<file path="src/rtl/fpsb_pkg.sv">
package fpsb_pkg;

  typedef enum logic [2:0] {
    OP_FAST  = 3'd0,
    OP_ARITH = 3'd1,
    OP_DMUL  = 3'd2,
    OP_SDIV  = 3'd3,
    OP_DDIV  = 3'd4,
    OP_XFER  = 3'd5,
    OP_FLAG  = 3'd6,
    OP_RSVD  = 3'd7
  } op_class_e;

  localparam int CostW = 8;

  // Result latency and first-stage occupancy per pipe, in cycles.
  typedef struct packed {
    logic [CostW-1:0] lat;
    logic [CostW-1:0] mac_occ;
    logic [CostW-1:0] ds_occ;
    logic [CostW-1:0] ls_occ;
    logic             quiet;   // needs MAC and DS idle
  } op_cost_t;

  function automatic op_cost_t cost_of(input logic [2:0] c);
    op_cost_t r;
    r = '{lat: 8'd1, mac_occ: 8'd0, ds_occ: 8'd0, ls_occ: 8'd0, quiet: 1'b0};
    case (c)
      3'd0: begin r.lat = 8'd4;  r.mac_occ = 8'd1; end
      3'd1: begin r.lat = 8'd8;  r.mac_occ = 8'd1; end
      3'd2: begin r.lat = 8'd9;  r.mac_occ = 8'd2; end
      3'd3: begin r.lat = 8'd19; r.ds_occ  = 8'd15; end
      3'd4: begin r.lat = 8'd33; r.mac_occ = 8'd1; r.ds_occ = 8'd29; end
      3'd5: begin r.lat = 8'd4;  r.ls_occ  = 8'd1; end
      3'd6: begin r.lat = 8'd4;  r.ls_occ  = 8'd3; r.quiet = 1'b1; end
      default: begin r.lat = 8'd4; r.mac_occ = 8'd1; end
    endcase
    return r;
  endfunction

endpackage

</file>
<file path="src/rtl/fpsb_busy_ctr.sv">
module fpsb_busy_ctr #(
  parameter int CW = 6
) (
  input  logic          clk,
  input  logic          rst,
  input  logic          load,
  input  logic [CW-1:0] load_val,
  output logic [CW-1:0] cnt
);
  always_ff @(posedge clk) begin
    if (rst)            cnt <= '0;
    else if (load)      cnt <= load_val;
    else if (cnt != '0) cnt <= cnt - 1'b1;
  end
endmodule

</file>
<file path="src/rtl/fpsb_reg_track.sv">
module fpsb_reg_track #(
  parameter int NREG = 32,
  parameter int CW   = 6,
  localparam int IW  = $clog2(NREG)
) (
  input  logic          clk,
  input  logic          rst,
  input  logic          wr_en,
  input  logic [IW-1:0] wr_idx,
  input  logic [CW-1:0] wr_val,
  output logic [CW-1:0] cnt_o [NREG]
);
  for (genvar g = 0; g < NREG; g++) begin : g_reg
    logic [CW-1:0] cnt_q;
    always_ff @(posedge clk) begin
      if (rst)                              cnt_q <= '0;
      else if (wr_en && wr_idx == IW'(g))   cnt_q <= wr_val;
      else if (cnt_q != '0)                 cnt_q <= cnt_q - 1'b1;
    end
    assign cnt_o[g] = cnt_q;
  end
endmodule

</file>
<file path="src/rtl/fpsb_hazard.sv">
module fpsb_hazard #(
  parameter int NREG = 32,
  parameter int CW   = 6,
  localparam int IW  = $clog2(NREG)
) (
  input  logic [CW-1:0]        reg_cnt [NREG],
  input  logic [IW-1:0]        src0,
  input  logic                 src0_en,
  input  logic [IW-1:0]        src1,
  input  logic                 src1_en,
  input  logic [IW-1:0]        dst,
  input  logic                 dst_en,
  input  fpsb_pkg::op_cost_t   cost,
  input  logic [CW-1:0]        mac_cnt,
  input  logic [CW-1:0]        ds_cnt,
  input  logic [CW-1:0]        ls_cnt,
  output logic                 ok
);
  logic raw0, raw1, waw, st_mac, st_ds, st_ls, st_quiet;

  always_comb begin
    raw0     = src0_en && (reg_cnt[src0] != '0);
    raw1     = src1_en && (reg_cnt[src1] != '0);
    waw      = dst_en  && (reg_cnt[dst]  != '0);
    st_mac   = (cost.mac_occ != '0) && (mac_cnt != '0);
    st_ds    = (cost.ds_occ  != '0) && (ds_cnt  != '0);
    st_ls    = (cost.ls_occ  != '0) && (ls_cnt  != '0);
    st_quiet = cost.quiet && ((mac_cnt != '0) || (ds_cnt != '0));
    ok       = !(raw0 || raw1 || waw || st_mac || st_ds || st_ls || st_quiet);
  end
endmodule

</file>
<file path="src/rtl/fp_issue_sb.sv">
module fp_issue_sb #(
  parameter int NREG = 32,
  parameter int CW   = 6,
  localparam int IW  = $clog2(NREG)
) (
  input  logic          clk,
  input  logic          rst,
  input  logic          in_valid,
  output logic          in_ready,
  input  logic [2:0]    in_class,
  input  logic [IW-1:0] in_src0,
  input  logic          in_src0_en,
  input  logic [IW-1:0] in_src1,
  input  logic          in_src1_en,
  input  logic [IW-1:0] in_dst,
  input  logic          in_dst_en,
  output logic          issue_o,
  output logic [2:0]    issue_class_o,
  output logic [IW-1:0] issue_dst_o
);
  import fpsb_pkg::*;

  op_cost_t      cost;
  logic          fire;
  logic [CW-1:0] mac_cnt, ds_cnt, ls_cnt;
  logic [CW-1:0] reg_cnt [NREG];

  assign cost = cost_of(in_class);
  assign fire = in_valid && in_ready;

  // A counter loaded with N-1 frees the resource N cycles after issue.
  fpsb_busy_ctr #(.CW(CW)) u_mac (
    .clk(clk), .rst(rst),
    .load(fire && cost.mac_occ != '0),
    .load_val(CW'(cost.mac_occ - 8'd1)),
    .cnt(mac_cnt)
  );

  fpsb_busy_ctr #(.CW(CW)) u_ds (
    .clk(clk), .rst(rst),
    .load(fire && cost.ds_occ != '0),
    .load_val(CW'(cost.ds_occ - 8'd1)),
    .cnt(ds_cnt)
  );

  fpsb_busy_ctr #(.CW(CW)) u_ls (
    .clk(clk), .rst(rst),
    .load(fire && cost.ls_occ != '0),
    .load_val(CW'(cost.ls_occ - 8'd1)),
    .cnt(ls_cnt)
  );

  fpsb_reg_track #(.NREG(NREG), .CW(CW)) u_regs (
    .clk(clk), .rst(rst),
    .wr_en(fire && in_dst_en),
    .wr_idx(in_dst),
    .wr_val(CW'(cost.lat - 8'd1)),
    .cnt_o(reg_cnt)
  );

  fpsb_hazard #(.NREG(NREG), .CW(CW)) u_haz (
    .reg_cnt(reg_cnt),
    .src0(in_src0), .src0_en(in_src0_en),
    .src1(in_src1), .src1_en(in_src1_en),
    .dst(in_dst),   .dst_en(in_dst_en),
    .cost(cost),
    .mac_cnt(mac_cnt), .ds_cnt(ds_cnt), .ls_cnt(ls_cnt),
    .ok(in_ready)
  );

  always_ff @(posedge clk) begin
    if (rst) begin
      issue_o       <= 1'b0;
      issue_class_o <= '0;
      issue_dst_o   <= '0;
    end else begin
      issue_o <= fire;
      if (fire) begin
        issue_class_o <= in_class;
        issue_dst_o   <= in_dst;
      end
    end
  end
endmodule

</file>
<file path="config.mk">
export PLATFORM = sky130hd
export DESIGN_NAME = fp_issue_sb
export DESIGN_NICKNAME = d
export VERILOG_FILES = /design/src/rtl/fpsb_pkg.sv /design/src/rtl/fpsb_busy_ctr.sv /design/src/rtl/fpsb_reg_track.sv /design/src/rtl/fpsb_hazard.sv /design/src/rtl/fp_issue_sb.sv
export SDC_FILE = /design/constraint.sdc
export NUM_CORES = 1
export LEC_CHECK = 0
export ABC_AREA = 0
export BUFFER_PORTS_ARGS = -buffer_cell sky130_fd_sc_hd__buf_2
export CAP_MARGIN = 10
export CORE_AREA = 2 2 219 221
export CTS_CLUSTER_SIZE = 24
export DETAILED_ROUTE_END_ITERATION = 10
export DIE_AREA = 0 0 221 223
export GPL_ROUTABILITY_DRIVEN = 0
export HOLD_SLACK_MARGIN = 0.05
export PLACE_DENSITY = 0.45
export SYNTH_ARGS = -nofsm -noshare
export SYNTH_HDL_FRONTEND = slang
export SYNTH_SLANG_ARGS = --single-unit
</file>
<file path="constraint.sdc">
create_clock -name clk -period 10.95 [get_ports clk]
set_input_delay 0.5475 -clock clk [delete_from_list [all_inputs] [get_ports clk]]
set_output_delay 0.5475 -clock clk [all_outputs]
set_load 0.02 [all_outputs]
</file>
==> impl_metrics.env, run 1 <==
export IMPL_outcome="completed"
export IMPL_die_area_um2=49300
export IMPL_synth_top_family_by_area="simple AND/OR/NAND/NOR gates"
export IMPL_synth_seq_area_share=0.315
export IMPL_yosys_mux_area_fraction=0.0233
export IMPL_io_buffers=33
export IMPL_yosys_area_top_type="dfxtp_1"
export IMPL_slew_viol_final=0
export IMPL_final_core_util=0.331
export IMPL_path_common_cell="a21oi_1"
export IMPL_insertion_delay_ns=0.58
export IMPL_r2r_start="u_regs.g_reg[27].cnt_q[1]"
export IMPL_postRouteAntennaNets=0
export IMPL_via_per_inst=5.78
export IMPL_yosys_register_bits=219
export IMPL_async_flop_share=0
export IMPL_clk_path_buf_depth=3
export IMPL_ir_drop_v=0.000139
export IMPL_die_w_um=221
export IMPL_critPathKind="register to register"
export IMPL_clkTransAtPathRegs_ns=0.06
export IMPL_yosys_warnings=0
export IMPL_core_area_um2=47100
export IMPL_crit_family="simple AND/OR/NAND/NOR gates"
export IMPL_area_growth_pct=12.2
export IMPL_grt_pass1_wl_um=84600
export IMPL_fin_crit_sh=0.477
export IMPL_grt_start_max_net_pins=76
export IMPL_synthSimpleGateAreaFrac=0.283
export IMPL_synth_xor_area_share=0.0547
export IMPL_drc=0
export IMPL_critPathBufInv=1
export IMPL_worstSetupEndpointType="register"
export IMPL_crit_arrival_ns=5.64
export IMPL_yosys_top_cells_count="dfxtp_1, o21ai_0, nand2_1, nor3_1, nor2_1"
export IMPL_synth_fp_nets=1936
export IMPL_yosysMostFrequentCell="dfxtp_1"
export IMPL_nNetsFinal=1916
export IMPL_grt_pass1_vias=13524
export IMPL_cts_setup_buffers=0
export IMPL_hold_path_class="input port to register"
export IMPL_syn_avg_cell_area_um2=7.42
export IMPL_rrSetupSlack_ns=5.73
export IMPL_ctsRootBufferMaster="clkbuf_16"
export IMPL_tightestPinTransition_ns=1.23
export IMPL_final_min_clock_period_ns=5.22
export IMPL_grt_ovfl_total=0
export IMPL_hpwl_um=37700
export IMPL_reg2reg_to="u_ds.cnt[4]"
export IMPL_path_max_fanout=48
export IMPL_synth_edff_count=0
export IMPL_hold_violations=0
export IMPL_finalSetupTns_ns=0
export IMPL_antenna_found_initial=3
export IMPL_rows=80
export IMPL_wl_per_cell_um=22.2
export IMPL_dr_first_iter_drc_count=1538
export IMPL_yosys_top_cells_area="dfxtp_1, o21ai_0, nand2_1, nor3_1, a21oi_1"
export IMPL_slowest_stage="and3_2"
export IMPL_ys_flop_type="dfxtp_1"
export IMPL_min_delay_worst_endpoint="issue_class_o[0]"
export IMPL_wl_um=55500
export IMPL_synth_top_area_share=0.315
export IMPL_fillers=5011
export IMPL_synth_compound_area_frac=0.237
export IMPL_cts_hold_buffers_added=0
export IMPL_cp_cell_sequence="or4_4 -> mux4_2 -> a2111oi_0 -> nor4_1 -> or2_1 -> a2111oi_4 -> and3_2 -> buf_4 -> a21oi_1 -> ha_1 -> nand2_1 -> xor2_1 -> nor2_1 -> a21oi_1 -> nor3_1"
export IMPL_initial_utilization=0.295
export IMPL_fin_skew_ns=0.0305
export IMPL_cap_violations=0
export IMPL_synthCells=1876
export IMPL_worstPathRequired_ns=11.37
export IMPL_reg2reg_depth=15
export IMPL_power_mw=4.96
export IMPL_critical_path_max_stage_delay_ns=0.66
export IMPL_powerDensity_nw_per_um2=318
export IMPL_synth_area_um2=13900
export IMPL_grt_setup_unrepaired="no"
export IMPL_fmax_mhz=192
export IMPL_dr_pass1_iters=5
export IMPL_cts_sinks=219
export IMPL_synth_fa_ha_area_frac=0.0324
export IMPL_numCtsBuffers=29
export IMPL_holdPathStages=3
export IMPL_cts_resized=0
export IMPL_finalSetupViolCount=0
export IMPL_grt_usage=0.218
export IMPL_synth_distinct_cells=76
export IMPL_vias=14420
export IMPL_drive_above_1_share=0.0697
export IMPL_cellLeakagePower_nw=5.58
export IMPL_min_from="in_class[0]"
export IMPL_startpoint_type="register"
export IMPL_slew_headroom=0.177
export IMPL_die_y_um=223
export IMPL_cts_tree="yes"
export IMPL_htreeDepth=1
export IMPL_io_pins=34
-- state kept, by name, summed over array words and instances (netlist names) --
register / count
issue_dst_o: 5
issue_class_o: 3
u_ds.cnt: 6
u_mac.cnt: 6
u_regs.g.cnt_q: 192
issue_o: 1
u_ls.cnt: 6
-- where the power goes --
group          internal (mW)  switching, mW
combinational           1.04           1.43
sequential              1.11          0.381
clock                  0.613          0.388
total                   2.76           2.20
-- through the flow --
stage,instance area [um^2],worst slack (ns),hold slack [ns],instances
6_report,15600,5.73,0.296,2495
4_1_cts,15600,5.87,0.270,2494
3_3_place_gp,14600,5.44,0.434,2440
5_1_grt,15600,5.47,0.314,2494
3_5_place_dp,14600,5.38,0.442,2440
2_1_floorplan,13900,6.99,0.419,1876
-- worst max-delay path by stage --
stage,startpoint,to,slack [ns],cells after the start
4_1_cts,u_regs.g_reg[27].cnt_q[1],u_ds.cnt[4],5.87,15
3_5_place_dp,in_dst[0],u_ds.cnt[4],5.38,16
2_1_floorplan,in_dst[1],u_ds.cnt[4],6.99,19
5_1_grt,u_regs.g_reg[27].cnt_q[0],u_ds.cnt[4],5.47,15
6_report,u_regs.g_reg[27].cnt_q[1],u_ds.cnt[4],5.73,15
3_3_place_gp,in_dst[0],u_ds.cnt[4],5.44,16
-- kinds of logic (layout without fill, tap and decap cells) --
kind of cell | after synthesis | after routing
xor gates and xnor gates | 87 | 87
adders and majority gates | 36 | 36
buffers and inverters | 194 | 197
AOI/OAI and AO/OA | 535 | 535
and+or+nand+nor | 784 | 784
other | 0 | 1
DFF | 219 | 219
muxes | 21 | 21
-- cell usage in the layout, fill, tap and decap left out, types with 14 or more instances in the layout --
master	count
a31oi_1	14
inv_1	86
buf_4	24
xor2_1	24
nor3_1	133
a211oi_1	23
nand2_1	207
clkbuf_16	29
o211ai_1	15
a311oi_1	18
buf_2	32
ha_1	36
xnor2_1	63
o21ai_0	218
or4_1	17
dfxtp_1	219
or3_1	57
nand4_1	27
nand2b_1	23
nor4_1	32
nand3_1	87
o31ai_1	36
nor2_1	119
a21oi_1	115
-- worst min-delay path: stages --
cell	delay [ns]
buf_2	0.14
nand2_1	0.07
a21oi_1	0.05
-- area by class of cell --
class	count	area, um^2	share of cell area
well taps	615	769	0.0493
multi-input cells	1463	8800	0.563
clock buffers	46	870	0.0557
diodes	1	2.50	0.000160
repair buffers	56	340	0.0218
clock inverters	8	125	0.00801
flip-flops and latches	219	4380	0.281
inverters	87	327	0.0209
-- metal layers --
metal / GRT usage / vias to the layer above / wire, um
li1: - / 6836 / -
met1: 0.296 / 6968 / 24900
met2: 0.359 / 512 / 25500
met3: 0.0271 / 104 / 3420
met4: 0.0712 / 0 / 1650
met5: 0 / - / 0
(Power assumes the default switching activity.)
==> run 2: changes to the inputs <==
- clock period: 10.95 -> 5.3 ns (I/O delays scaled with it)
==> run 2 against run 1 <==
- clock-buffer cell count down 6
- largest power group unchanged
- total power up 110%
- critical path depth is 5 lower
- sequential power grew 110%
- design area increased by 1.7%
- combinational power rose by 110%
- die area unchanged
- clock power increased by 120%
- hold slack got worse by 0.098 ns
- largest cell class unchanged
- first-iteration DRC count decreased by 4.9%
==> impl_metrics.env, run 2 (synthesized netlist as in run 1, its figures left out) <==
export IMPL_placed_cell_area_um2=14800
export IMPL_cellLeakagePower_nw=5.73
export IMPL_clkTransAtPathRegs_ns=0.06
export IMPL_final_core_util=0.337
export IMPL_vias=14560
export IMPL_ir_drop_v=0.000305
export IMPL_powerDensity_nw_per_um2=656
export IMPL_core_area_um2=47100
export IMPL_final_min_clock_period_ns=4.48
export IMPL_fin_crit_sh=0.845
export IMPL_cap_violations=0
export IMPL_die_y_um=223
export IMPL_finalInstanceArea_um2=15900
export IMPL_area_growth_pct=14.0
export IMPL_worstPathRequired_ns=5.75
export IMPL_nNetsFinal=1942
export IMPL_insertion_delay_ns=0.57
export IMPL_final_common_cell="dfxtp_1"
export IMPL_dr_first_iter_drc_count=1462
export IMPL_die_w_um=221
export IMPL_seqCellArea_um2=4380
export IMPL_multiInputGateArea_um2=8800
export IMPL_cts_tree="yes"
export IMPL_die_area_um2=49300
export IMPL_layout_common_cells="dfxtp_1, o21ai_0, nand2_1"
export IMPL_hold_violations=0
export IMPL_num_antenna_cells=0
export IMPL_fmax_mhz=223
export IMPL_finalSetupTns_ns=0
export IMPL_worstSetupEndpointType="register"
export IMPL_finalSetupViolCount=0
export IMPL_numCtsBuffers=29
export IMPL_slew_viol_final=0
export IMPL_clk_path_buf_depth=3
export IMPL_initial_utilization=0.295
export IMPL_wl_per_cell_um=22.3
export IMPL_outcome="completed"
export IMPL_postRouteAntennaNets=0
export IMPL_antenna_found_initial=1
export IMPL_startpoint_type="register"
export IMPL_cts_setup_buffers=0
export IMPL_fillers=5004
export IMPL_grt_setup_unrepaired="no"
export IMPL_grt_pass1_wl_um=84600
export IMPL_rows=80
export IMPL_largest_reg_flops=192
export IMPL_top_register="u_regs.g.cnt_q"
export IMPL_htreeDepth=1
export IMPL_preCtsSetupSlack_ns=0.971
export IMPL_drc=0
export IMPL_cts_sinks=219
export IMPL_critPathKind="register to register"
export IMPL_crit_arrival_ns=4.93
export IMPL_drive_above_1_share=0.0835
export IMPL_path_max_fanout=37
export IMPL_slew_headroom=0.313
export IMPL_io_buffers=33
export IMPL_wl_um=56100
export IMPL_via_per_inst=5.78
export IMPL_grt_pass1_vias=13584
export IMPL_tightestPinTransition_ns=1.02
export IMPL_cts_resized=0
export IMPL_fin_ws_ns=0.822
export IMPL_fin_skew_ns=0.0106
export IMPL_grt_ovfl_total=0
export IMPL_hold_path_class="input port to register"
export IMPL_cts_hold_buffers_added=3
export IMPL_ctsRootBufferMaster="clkbuf_16"
export IMPL_grt_usage=0.220
export IMPL_dr_pass1_iters=6
export IMPL_io_pins=34
export IMPL_grt_start_max_net_pins=59
export IMPL_hpwl_um=38500
==> run 2: layout make-up <==
class,count,share of cell area
multi-input combinational,1463,0.554
sequential,219,0.276
clock buffer,40,0.0527
tap,615,0.0485
timing repair buffer,82,0.0350
inverter,87,0.0206
clock inverter,14,0.0129
==> run 2: worst max-delay path: stages (launching register included) <==
cell	delay [ns]
dfxtp_1	0.34
or4_4	0.57
mux4_2	0.47
a2111oi_0	0.60
nor4_1	0.18
a2111o_1	0.36
nor4_4	0.64
nand2_2	0.31
buf_4	0.38
o41ai_1	0.42
nor2_1	0.07
==> run 2: power by group <==
group          switching, mW  internal [mW]  total (mW)
Clock                  0.826           1.34        2.17
Combinational           2.95           2.19        5.15
Sequential             0.805           2.29        3.09
==> run 2: layer usage <==
| metal | part of all wire | up-vias | routed length (um) | global-route usage |
|---|---|---|---|---|
| li1 | - | 6903 | - | - |
| met1 | 0.45 | 7014 | 25300 | 0.298 |
| met2 | 0.45 | 530 | 25400 | 0.359 |
| met3 | 0.067 | 111 | 3730 | 0.0336 |
| met4 | 0.030 | 2 | 1660 | 0.0695 |
| met5 | 0.00029 | - | 16 | 0 |
==> run 2: worst paths after layout <==
path | start | endpoint | slack, ns | cells past startpoint
worst max register to register | u_regs.g_reg[27].cnt_q[0] | u_regs.g_reg[2].cnt_q[3] | 0.82 | 10
worst min-delay path | in_dst[2] | issue_dst_o[2] | 0.20 | 3
worst min register to register | u_ds.cnt[0] | u_ds.cnt[0] | 0.45 | 1
worst max-delay path | u_regs.g_reg[27].cnt_q[0] | u_regs.g_reg[2].cnt_q[3] | 0.82 | 10
==> run 2: stage by stage <==
stage               hold WS (ns)  power [mW]  std cells
detailed placement         0.435        8.15       2463
finish                     0.197        10.4       2520
CTS                        0.158        10.4       2520
global route               0.185        11.3       2520
global placement           0.442        8.13       2463
floorplan                  0.405        6.77       1876
